$ cat src/rtl/nor_prog_pkg.sv
package nor_prog_pkg;

  typedef enum logic [2:0] {
    ST_IDLE,
    ST_WR_LO,
    ST_WR_HI,
    ST_BSY_WAIT,
    ST_RDY_WAIT,
    ST_RD_GAP,
    ST_RD_ACT
  } seq_state_e;

  localparam int unsigned N_CMD    = 4;
  localparam int unsigned POLL_BIT = 7;

  localparam logic [15:0] UNL_ADDR_A = 16'h0555;
  localparam logic [15:0] UNL_ADDR_B = 16'h02AA;
  localparam logic [7:0]  UNL_CODE_A = 8'hAA;
  localparam logic [7:0]  UNL_CODE_B = 8'h55;
  localparam logic [7:0]  PGM_CODE   = 8'hA0;

  function automatic int unsigned ns2cyc(int unsigned ns, int unsigned clk_ns);
    return (ns + clk_ns - 1) / clk_ns;
  endfunction

  function automatic int unsigned umax(int unsigned a, int unsigned b);
    return (a > b) ? a : b;
  endfunction

  function automatic int unsigned usub(int unsigned a, int unsigned b);
    return (a > b) ? a - b : 0;
  endfunction

endpackage

$ cat src/rtl/nor_phase_timer.sv
module nor_phase_timer #(
  parameter int unsigned W = 4
) (
  input  logic         clk,
  input  logic         rst_n,
  input  logic         load,
  input  logic [W-1:0] load_val,
  output logic         expired
);

  logic [W-1:0] cnt_q, cnt_d;

  always_comb begin
    cnt_d = cnt_q;
    if (load) begin
      cnt_d = load_val;
    end else if (cnt_q != '0) begin
      cnt_d = cnt_q - 1'b1;
    end
  end

  always_ff @(posedge clk or negedge rst_n) begin
    if (!rst_n) begin
      cnt_q <= '0;
    end else begin
      cnt_q <= cnt_d;
    end
  end

  assign expired = (cnt_q == '0);

endmodule

$ cat src/rtl/nor_poll_watchdog.sv
module nor_poll_watchdog #(
  parameter int unsigned LIMIT = 1000
) (
  input  logic clk,
  input  logic rst_n,
  input  logic clear,
  input  logic run,
  output logic expired
);

  localparam int unsigned CW = (LIMIT < 2) ? 1 : $clog2(LIMIT);
  localparam logic [CW-1:0] LAST = CW'(LIMIT - 1);

  logic [CW-1:0] cnt_q, cnt_d;
  logic          cnt_en;

  assign cnt_en = clear | (run & (cnt_q != LAST));

  always_comb begin
    cnt_d = cnt_q;
    if (clear) begin
      cnt_d = '0;
    end else if (cnt_en) begin
      cnt_d = cnt_q + 1'b1;
    end
  end

  always_ff @(posedge clk or negedge rst_n) begin
    if (!rst_n) begin
      cnt_q <= '0;
    end else if (cnt_en) begin
      cnt_q <= cnt_d;
    end
  end

  assign expired = run & (cnt_q == LAST);

endmodule

$ cat src/rtl/nor_cmd_rom.sv
module nor_cmd_rom
  import nor_prog_pkg::*;
#(
  parameter int unsigned ADDR_W = 21,
  parameter int unsigned DATA_W = 16,
  parameter int unsigned IW     = 2
) (
  input  logic [IW-1:0]     idx,
  input  logic [ADDR_W-1:0] prog_addr,
  input  logic [DATA_W-1:0] prog_data,
  output logic [ADDR_W-1:0] cmd_addr,
  output logic [DATA_W-1:0] cmd_data
);

  localparam logic [IW-1:0] LAST_IDX = IW'(N_CMD - 1);

  always_comb begin
    cmd_addr = prog_addr;
    cmd_data = prog_data;
    if (idx != LAST_IDX) begin
      case (idx)
        IW'(0): begin
          cmd_addr = ADDR_W'(UNL_ADDR_A);
          cmd_data = DATA_W'(UNL_CODE_A);
        end
        IW'(1): begin
          cmd_addr = ADDR_W'(UNL_ADDR_B);
          cmd_data = DATA_W'(UNL_CODE_B);
        end
        default: begin
          cmd_addr = ADDR_W'(UNL_ADDR_A);
          cmd_data = DATA_W'(PGM_CODE);
        end
      endcase
    end
  end

endmodule

$ cat src/rtl/nor_prog_seq.sv
module nor_prog_seq
  import nor_prog_pkg::*;
#(
  parameter int unsigned ADDR_W     = 21,
  parameter int unsigned DATA_W     = 16,
  parameter int unsigned CLK_NS     = 8,
  parameter int unsigned T_WP_NS    = 35,
  parameter int unsigned T_WPH_NS   = 25,
  parameter int unsigned T_WC_NS    = 70,
  parameter int unsigned T_AH_NS    = 45,
  parameter int unsigned T_DS_NS    = 35,
  parameter int unsigned T_RC_NS    = 70,
  parameter int unsigned T_OE_NS    = 25,
  parameter int unsigned T_DF_NS    = 16,
  parameter int unsigned T_BUSY_NS  = 90,
  parameter int unsigned TIMEOUT_NS = 400000
) (
  input  logic              clk,
  input  logic              rst_n,
  input  logic              req_valid,
  input  logic [ADDR_W-1:0] req_addr,
  input  logic [DATA_W-1:0] req_data,
  input  logic              req_use_rdy,
  output logic              busy,
  output logic              done,
  output logic              fail,
  output logic [ADDR_W-1:0] flash_addr,
  output logic [DATA_W-1:0] flash_dq_out,
  output logic              flash_dq_oe,
  input  logic [DATA_W-1:0] flash_dq_in,
  output logic              flash_ce_n,
  output logic              flash_oe_n,
  output logic              flash_we_n,
  input  logic              flash_rdy
);

  localparam int unsigned WLO_CYC = umax(1, umax(ns2cyc(T_WP_NS, CLK_NS), ns2cyc(T_DS_NS, CLK_NS)));
  localparam int unsigned WHI_CYC = umax(umax(1, ns2cyc(T_WPH_NS, CLK_NS)),
                                         umax(usub(ns2cyc(T_WC_NS, CLK_NS), WLO_CYC),
                                              usub(ns2cyc(T_AH_NS, CLK_NS), WLO_CYC)));
  localparam int unsigned RD_CYC  = umax(1, umax(ns2cyc(T_RC_NS, CLK_NS), ns2cyc(T_OE_NS, CLK_NS)));
  localparam int unsigned GAP_CYC = umax(1, ns2cyc(T_DF_NS, CLK_NS));
  localparam int unsigned BSY_CYC = umax(1, ns2cyc(T_BUSY_NS, CLK_NS));
  localparam int unsigned TO_CYC  = umax(2, ns2cyc(TIMEOUT_NS, CLK_NS));
  localparam int unsigned TMR_MAX = umax(umax(WLO_CYC, WHI_CYC), umax(umax(RD_CYC, GAP_CYC), BSY_CYC));
  localparam int unsigned TMR_W   = $clog2(TMR_MAX + 1);
  localparam int unsigned IW      = $clog2(N_CMD);

  localparam logic [TMR_W-1:0] LD_WLO = TMR_W'(WLO_CYC - 1);
  localparam logic [TMR_W-1:0] LD_WHI = TMR_W'(WHI_CYC - 1);
  localparam logic [TMR_W-1:0] LD_RD  = TMR_W'(RD_CYC - 1);
  localparam logic [TMR_W-1:0] LD_GAP = TMR_W'(GAP_CYC - 1);
  localparam logic [TMR_W-1:0] LD_BSY = TMR_W'(BSY_CYC - 1);
  localparam logic [IW-1:0]    LAST_STEP = IW'(N_CMD - 1);

  seq_state_e        state_q, state_d;
  logic [IW-1:0]     step_q, step_d;
  logic [ADDR_W-1:0] pa_q, pa_d;
  logic [DATA_W-1:0] pd_q, pd_d;
  logic              mode_q, mode_d;

  logic              accept;
  logic              fin, fin_fail;
  logic              tmr_load, tmr_exp;
  logic [TMR_W-1:0]  tmr_val;
  logic              wd_clr, wd_run, wd_exp;
  logic              polling;
  logic              poll_match;
  logic [ADDR_W-1:0] rom_addr;
  logic [DATA_W-1:0] rom_data;
  logic              wr_d;
  logic              unused_dq;

  assign unused_dq  = ^flash_dq_in;
  assign poll_match = (flash_dq_in[POLL_BIT] == pd_q[POLL_BIT]);
  assign polling    = (state_q == ST_BSY_WAIT) || (state_q == ST_RDY_WAIT) ||
                      (state_q == ST_RD_GAP)   || (state_q == ST_RD_ACT);
  assign wd_run     = polling;

  nor_phase_timer #(.W(TMR_W)) u_tmr (
    .clk      (clk),
    .rst_n    (rst_n),
    .load     (tmr_load),
    .load_val (tmr_val),
    .expired  (tmr_exp)
  );

  nor_poll_watchdog #(.LIMIT(TO_CYC)) u_wd (
    .clk     (clk),
    .rst_n   (rst_n),
    .clear   (wd_clr),
    .run     (wd_run),
    .expired (wd_exp)
  );

  nor_cmd_rom #(.ADDR_W(ADDR_W), .DATA_W(DATA_W), .IW(IW)) u_rom (
    .idx       (step_d),
    .prog_addr (pa_d),
    .prog_data (pd_d),
    .cmd_addr  (rom_addr),
    .cmd_data  (rom_data)
  );

  // next-state logic
  always_comb begin
    state_d  = state_q;
    step_d   = step_q;
    accept   = 1'b0;
    fin      = 1'b0;
    fin_fail = 1'b0;
    tmr_load = 1'b0;
    tmr_val  = '0;
    wd_clr   = 1'b0;
    case (state_q)
      ST_IDLE: begin
        if (req_valid) begin
          accept   = 1'b1;
          step_d   = '0;
          state_d  = ST_WR_LO;
          tmr_load = 1'b1;
          tmr_val  = LD_WLO;
        end
      end
      ST_WR_LO: begin
        if (tmr_exp) begin
          state_d  = ST_WR_HI;
          tmr_load = 1'b1;
          tmr_val  = LD_WHI;
        end
      end
      ST_WR_HI: begin
        if (tmr_exp) begin
          tmr_load = 1'b1;
          if (step_q != LAST_STEP) begin
            step_d  = step_q + 1'b1;
            state_d = ST_WR_LO;
            tmr_val = LD_WLO;
          end else begin
            wd_clr = 1'b1;
            if (mode_q) begin
              state_d = ST_BSY_WAIT;
              tmr_val = LD_BSY;
            end else begin
              state_d = ST_RD_GAP;
              tmr_val = LD_GAP;
            end
          end
        end
      end
      ST_BSY_WAIT: begin
        if (tmr_exp) begin
          state_d = ST_RDY_WAIT;
        end
      end
      ST_RDY_WAIT: begin
        if (flash_rdy) begin
          fin = 1'b1;
        end
      end
      ST_RD_GAP: begin
        if (tmr_exp) begin
          state_d  = ST_RD_ACT;
          tmr_load = 1'b1;
          tmr_val  = LD_RD;
        end
      end
      ST_RD_ACT: begin
        if (tmr_exp) begin
          if (poll_match) begin
            fin = 1'b1;
          end else begin
            state_d  = ST_RD_GAP;
            tmr_load = 1'b1;
            tmr_val  = LD_GAP;
          end
        end
      end
      default: begin
        state_d = ST_IDLE;
      end
    endcase
    if (polling && wd_exp && !fin) begin
      fin      = 1'b1;
      fin_fail = 1'b1;
    end
    if (fin) begin
      state_d = ST_IDLE;
    end
  end

  assign pa_d   = accept ? req_addr    : pa_q;
  assign pd_d   = accept ? req_data    : pd_q;
  assign mode_d = accept ? req_use_rdy : mode_q;
  assign wr_d   = (state_d == ST_WR_LO) || (state_d == ST_WR_HI);

  // registers
  always_ff @(posedge clk or negedge rst_n) begin
    if (!rst_n) begin
      state_q      <= ST_IDLE;
      step_q       <= '0;
      pa_q         <= '0;
      pd_q         <= '0;
      mode_q       <= 1'b0;
      busy         <= 1'b0;
      done         <= 1'b0;
      fail         <= 1'b0;
      flash_addr   <= '0;
      flash_dq_out <= '0;
      flash_dq_oe  <= 1'b0;
      flash_ce_n   <= 1'b1;
      flash_oe_n   <= 1'b1;
      flash_we_n   <= 1'b1;
    end else begin
      state_q      <= state_d;
      step_q       <= step_d;
      if (accept) begin
        pa_q   <= pa_d;
        pd_q   <= pd_d;
        mode_q <= mode_d;
      end
      busy         <= (state_d != ST_IDLE);
      done         <= fin;
      fail         <= fin_fail;
      flash_addr   <= wr_d ? rom_addr : pa_d;
      flash_dq_out <= rom_data;
      flash_dq_oe  <= wr_d;
      flash_ce_n   <= (state_d == ST_IDLE);
      flash_oe_n   <= (state_d != ST_RD_ACT);
      flash_we_n   <= (state_d != ST_WR_LO);
    end
  end

endmodule


$ cat config.mk
export PLATFORM = sky130hd
export DESIGN_NAME = nor_prog_seq
export DESIGN_NICKNAME = d
export VERILOG_FILES = /design/src/rtl/nor_prog_pkg.sv /design/src/rtl/nor_phase_timer.sv /design/src/rtl/nor_poll_watchdog.sv /design/src/rtl/nor_cmd_rom.sv /design/src/rtl/nor_prog_seq.sv
export SDC_FILE = /design/constraint.sdc
export NUM_CORES = 1
export LEC_CHECK = 0
export BUFFER_PORTS_ARGS = -buffer_cell sky130_fd_sc_hd__buf_2
export CAP_MARGIN = 30
export CORE_UTILIZATION = 51
export DETAILED_ROUTE_END_ITERATION = 8
export PLACE_DENSITY_LB_ADDON = 0.3
export SLEW_MARGIN = 10
export SYNTH_ARGS = -nofsm -noshare
export SYNTH_HDL_FRONTEND = slang
export SYNTH_HIERARCHICAL = 1
export SYNTH_SLANG_ARGS = --single-unit
$ cat constraint.sdc
create_clock -name clk -period 2.99 [get_ports clk]
set_clock_uncertainty 0.05 [all_clocks]
set_input_delay 0.299 -clock clk [delete_from_list [all_inputs] [get_ports clk]]
set_output_delay 0.299 -clock clk [all_outputs]
set_load 0.03 [all_outputs]
# Yosys cells after proc, flatten, opt, wreduce, memory -nomap -nowiden

Index checks and enable logic that the tools add are counted.
W data, S select, Z words.

Multipliers: 0
Div/mod/pow operators: 0
Shift operators: 0
Add/subtract/negate cells: 3
Eq/ne operators: 16
Magnitude comparators: 0
Muxes and demuxes: 49
Reduce and logical (&&, ||, !) cells: 15
Bitwise operators: 3

Operator list:

| cell                    | number |
|---|---|
| $mux W21                | 3 |
| $mux W16                | 3 |
| $mux W3                 | 11 |
| $mux W4                 | 6 |
| $pmux W3 S7             | 1 |
| $pmux W4 S5             | 1 |
| $add A16 B1 Y16 const B | 1 |
| $eq A16 B16 Y1 const B  | 1 |
| $ne A16 B16 Y1 const B  | 1 |
| $pmux W8 S2             | 1 |
| $mux W1                 | 15 |
| $mux W11                | 1 |
| $eq A3 B2 Y1 const B    | 3 |
| $eq A3 B3 Y1 const B    | 3 |
| $mux W2                 | 4 |
| $eq A3 B1 Y1 const B    | 2 |
| $logic_not A3 Y1        | 2 |
| $logic_not A4 Y1        | 1 |
| $logic_or A1 B1 Y1      | 4 |
| $ne A2 B2 Y1 const B    | 2 |
| $pmux W2 S2             | 1 |
| $reduce_bool A4 Y1      | 1 |
| $sub A4 B1 Y4 const B   | 1 |
| $ne A3 B1 Y1 const B    | 1 |
| 14 further kinds        | 16 |

Word-level logic and storage cells: 102
Bits in registers: 107
Input bits: 58
Memories kept: 0
Bits in writable memories: 0
Latch bits: 0
ROM bits: 0

# Logic depth before layout (Yosys ltp)

Depth in word-level cells: 12
Mapped depth: 12

# Cells and area by module

Netlist, hierarchy kept.

Modules (own cells, without submodules):

| module            | times used | cells each | seq. area each (µm²) | area an instance (µm²) |
|---|---|---|---|---|
| nor_prog_seq      | 1          | 255        | 2,180.8              | 3,709.8 |
| nor_poll_watchdog | 1          | 94         | 400.4                | 874.6 |
| nor_cmd_rom       | 1          | 64         | 0.0                  | 359.1 |
| nor_phase_timer   | 1          | 22         | 100.1                | 234.0 |

# Worst setup path after synthesis

OpenSTA, ideal clock, no wires.

Kind: register to register
Start point: register state_q[0]
End point: register flash_addr[10]
Required time: 2.815 ns
Setup slack: 0.318 ns
Library setup time: 0.125 ns
Cell stages (with the launch flop): 13
Period minus slack after synthesis: 2.672 ns
Data arrival time: 2.497 ns
Path through: dfrtp_1 buf_2 nand2_1 xnor2_1 buf_2 inv_1 nor2_1 and4_1 o21ai_0 o211ai_1 nor3_4 buf_6 mux2_2

Word-level cells in the longest chain between the ends: 12

Ends and longest elaborated chain:

| item                                                | line                    | RTL |
|---|---|---|
| from (decl)                                         | nor_prog_seq.sv:56      | `seq_state_e state_q, state_d;` |
| from (signal assigned)                              | nor_prog_seq.sv:214     | `state_q <= state_d;` |
| $eq A3 B2 Y1 / $eq A3 B3 Y1 (equally long branches) | nor_prog_seq.sv:76      | `assign polling = (state_q == ST_BSY_WAIT) \|\| (state_q == ST_RDY_WAIT) \|\|` |
| $logic_or A1 B1 Y1 (2 in series)                    | nor_prog_seq.sv:76      |  |
| $logic_or A1 B1 Y1 (*)                              | nor_prog_seq.sv:77      | `(state_q == ST_RD_GAP) \|\| (state_q == ST_RD_ACT);` |
| net polling                                         | nor_prog_seq.sv:67      | `logic polling;` |
| $and A1 B1 Y1 (*)                                   | nor_poll_watchdog.sv:36 | `assign expired = run & (cnt_q == LAST);` |
| net wd_exp                                          | nor_prog_seq.sv:66      | `logic wd_clr, wd_run, wd_exp;` |
| $logic_and A1 B1 Y1 (*) (2 in series)               | nor_prog_seq.sv:182     | `if (polling && wd_exp && !fin) begin` |
| $mux W1 (*)                                         | nor_prog_seq.sv:182     |  |
| $mux W3 (*)                                         | nor_prog_seq.sv:186     | `if (fin) begin` |
| $eq A3 B1 Y1 / $eq A3 B2 Y1 (equally long branches) | nor_prog_seq.sv:194     | `assign wr_d = (state_d == ST_WR_LO) \|\| (state_d == ST_WR_HI);` |
| $logic_or A1 B1 Y1 (*)                              | nor_prog_seq.sv:194     |  |
| $mux W21 (*)                                        | nor_prog_seq.sv:224     | `flash_addr <= wr_d ? rom_addr : pa_d;` |
| to (signal assigned)                                | nor_prog_seq.sv:224     |  |
| to (decl)                                           | nor_prog_seq.sv:27      | `output logic [ADDR_W-1:0] flash_addr,` |

Mark *: on every way through the listed nets, which the timed path passes. The rest lies on a longest branch.
A chain may end at the register's enable or synchronous reset.

# Worst setup path in the final report

Start point: register u_tmr.cnt_q[0]
End point: register flash_addr[18]

Word-level cells in the longest chain between the ends: 10

Ends and longest elaborated chain:

| item                                                | line                  | RTL |
|---|---|---|
| from (decl)                                         | nor_phase_timer.sv:11 | `logic [W-1:0] cnt_q, cnt_d;` |
| from (signal assigned)                              | nor_phase_timer.sv:26 | `cnt_q <= cnt_d;` |
| $logic_not A4 Y1 (*)                                | nor_phase_timer.sv:30 | `assign expired = (cnt_q == '0);` |
| net tmr_exp                                         | nor_prog_seq.sv:64    | `logic tmr_load, tmr_exp;` |
| $mux W1                                             | nor_prog_seq.sv:168   | `if (tmr_exp) begin` |
| $pmux W1 S2                                         | nor_prog_seq.sv:114   | `case (state_q)` |
| $logic_not A1 Y1                                    | nor_prog_seq.sv:182   |  |
| $logic_and A1 B1 Y1                                 | nor_prog_seq.sv:182   |  |
| $mux W1                                             | nor_prog_seq.sv:182   |  |
| $mux W3                                             | nor_prog_seq.sv:186   |  |
| $eq A3 B1 Y1 / $eq A3 B2 Y1 (equally long branches) | nor_prog_seq.sv:194   |  |
| $logic_or A1 B1 Y1                                  | nor_prog_seq.sv:194   |  |
| $mux W21 (*)                                        | nor_prog_seq.sv:224   |  |

Marked as above.

==> out/results.tsv <==
metric	value	unit
clkSlewWorstSetupHoldPaths	100	ps
diodes	0	
coreArea	9820	sq um
grt_antenna_before_repair	0	
clk_path_buf_depth	2	
worstHoldPathCells	2	
num_rows	36	
crit_path_end	flash_addr[18]	
max-cap-violations	0	
p_per_area	1110	nW/um^2
ant_nets	0	
drtIter0Drc	108	
grt_pass1_wl	16300	um
worstHoldPathType	in2reg	
cts_tree	yes	
synth-seq-cells	107	
hold_viol_final	0	
r2r_start	u_tmr/cnt_q[0]	
fill_cells	826	
io_pins	102	
place.gp.congestion	0.869	
initial_core_util	0.527	
cts_made_buffers	9	
cp-start-kind	flip-flop	
place_ws	233	ps
chipHeight	103	um
worstSetupPathDepth	11	
fin_tns_setup	0	ps
area.growth.synth_to_final	15.8	%
min_period	2790	ps
vias	3554	
startpoint	u_tmr/cnt_q[0]	
wirelength	9850	um
ir_drop	552	uV
cp_slowest_cell	dfrtp_1	
port_buffers	86	
cp-end-kind	flip-flop	
r2r_setup_slack	200	ps
fin_ws	203	ps
post_drt_wl_per_cell	14.9	um
yosys_warnings	6	
synthCells	435	
dpl_cell_area	5780	sq um
cp_max_fo	22	
dpl.cell_count	644	
synth_cell_types	55	
vias_per_cell	5.38	
nets	583	
status	completed	
htreeDepth	3	
setup_viol	0	
track_usage	0.199	
crit_chain	inv_1 -> ha_1 -> nor3b_4 -> buf_4 -> and4b_1 -> nand2_1 -> and3_1 -> xnor2_1 -> nor3_4 -> buf_12 -> mux2_2	
ys.flop_type	dfrtp_1	
min_period_over_period	0.932	
critPathRequiredTime	3200	ps
cts_setup_buffers	0	
cts-resized-gates	0	
grt_pass1_vias	3511	
drive_above_1_share	0.432	
clock_sinks	107	
leakage	2.80	nW
fmax	359	MHz
hpwl	6790	um
slew-limit-headroom	0.483	
synth_async_sr_flop_share	1.00	
syn_avg_cell_area	11.9	sq um
yosysSeqAreaShare	0.518	
critical-path-max-stage-delay	390	ps
cts_hold_buffers	1	
synth_edf_count	0	
worst-path-buf-inv	3	
clk-insertion-delay-late	370	ps
drtPass1Iterations	4	
cp_top_family	simple AND/OR/NAND/NOR gates	
rsz0062_at_grt	no	
final_area	6000	sq um
synth_nets	495	
drv_slew	0	
reg2reg_to	flash_addr[18]	
grt_max_degree	62	
die_w	103	um
tightest_slew	776	ps
cts-root-buf	clkbuf_8	
worstSetupPathType	reg2reg	
final_cells	661	
drc_errors	0	
cp.arrival	2990	ps
reg2reg_depth	11	
syn_area	5180	sq um
dieArea	10600	sq um
overflow	0	
## state kept, by name, summed over array words and instances (netlist names)
register and cells:
pd_q 16, flash_we_n 1, u_wd/cnt_q 16, flash_dq_oe 1, flash_ce_n 1, busy 1
step_q 2, flash_dq_out 16, mode_q 1, pa_q 21, flash_oe_n 1, done 1
flash_addr 21, fail 1, u_tmr/cnt_q 4, state_q 3
## cell usage in the layout, fill, tap and decap left out, drive strengths merged, types with 2 or more instances in the layout
master and count:
nand3 8, nor3b 3, nand2b 4, nor3 10, and4b 2, nor2b 3
inv 19, and4 2, dfstp 3, or4 3, a21oi 9, o211ai 2
mux2i 3, buf 100, dfrtp 104, o21ai 10, nand4 6, nand2 38
a21boi 9, mux2 98, xor2 4, nor4 3, xnor2 6, nor4b 3
ha 2, nor2 18, or3 5, clkinv 4, and3 22, a21o 2
clkbuf 10
## worst register-to-register path, cell delays in order, from the launching register on
cell and delay, ps:
dfrtp_1 390, inv_1 90, ha_1 210, nor3b_4 310
buf_4 200, and4b_1 200, nand2_1 100, and3_1 210
xnor2_1 160, nor3_4 190, buf_12 210, mux2_2 360
## area by class of cell
class / count / area [sq um] / area share
inverter: 19 / 71.3 / 0.0119
tap: 133 / 166 / 0.0278
sequential: 107 / 2680 / 0.447
multi-input combinational: 285 / 2290 / 0.382
timing repair buffer: 101 / 586 / 0.0977
clock inverter: 6 / 65.1 / 0.0109
clock buffer: 10 / 138 / 0.0230
## metal layers
layer  wire length (um)  GRT usage  up-vias
met1               4350      0.256     1773
li1                   -          -     1706
met4                187     0.0932        0
met3                367     0.0386       12
met5                  0          0        -
met2               4940      0.327       63
## where the power goes
| group | switching (mW) | internal [mW] | total (mW) |
|---|---|---|---|
| sequential | 0.302 | 2.05 | 2.35 |
| combinational | 1.76 | 1.67 | 3.43 |
| clock | 0.481 | 0.410 | 0.891 |
## Yosys cell counts (2+ instances only)
cell,instances,share of area
nor3b_1,2,0.0029
nand4_2,2,0.0048
buf_2,5,0.0048
or3_1,4,0.0048
dfstp_2,3,0.015
inv_1,19,0.014
a21o_1,2,0.0029
dfrtp_1,104,0.50
clkbuf_1,10,0.0073
o21ai_0,7,0.0068
xnor2_1,6,0.010
nor2_1,18,0.013
a21oi_1,9,0.0087
nand3_1,8,0.0077
nand4_1,4,0.0048
mux2i_1,3,0.0058
and3_1,22,0.027
o21ai_1,2,0.0019
mux2_2,97,0.21
xor2_1,4,0.0068
buf_1,2,0.0015
nor4_1,2,0.0024
nor3_1,9,0.0087
buf_6,5,0.011
or4_1,3,0.0043
o211ai_1,2,0.0029
ha_1,2,0.0048
nor4b_1,2,0.0034
nand2_1,38,0.028
nor2b_1,3,0.0036
nand2b_1,4,0.0048
a21boi_0,9,0.013
## through the flow
stage	hold slack, ps	power (mW)	utilization
finish	118	6.67	0.611
global route	107	7.12	0.611
CTS	101	6.74	0.611
detailed placement	375	5.84	0.589
global placement	375	5.68	0.589
floorplan	-46.6	5.06	-
## worst min path at each step
stage,start,endpoint,slack (ps)
floorplan,rst_n,busy,-50
global placement,rst_n,u_wd/cnt_q[13],370
detailed placement,rst_n,u_wd/cnt_q[13],380
CTS,req_addr[20],pa_q[20],100
global route,req_addr[1],pa_q[1],110
finish,req_data[7],pd_q[7],120
## cell families after synthesis
kind of cell    after synthesis  share of synthesized area
simple gates                132                      0.150
flops                       107                      0.518
mux                         101                      0.219
buf+inv                      43                     0.0406
compound gates               40                     0.0510
xor+xnor                     10                     0.0169
fa+ha+maj                     2                    0.00483
No activity file was read; power rests on OpenSTA's default activity.
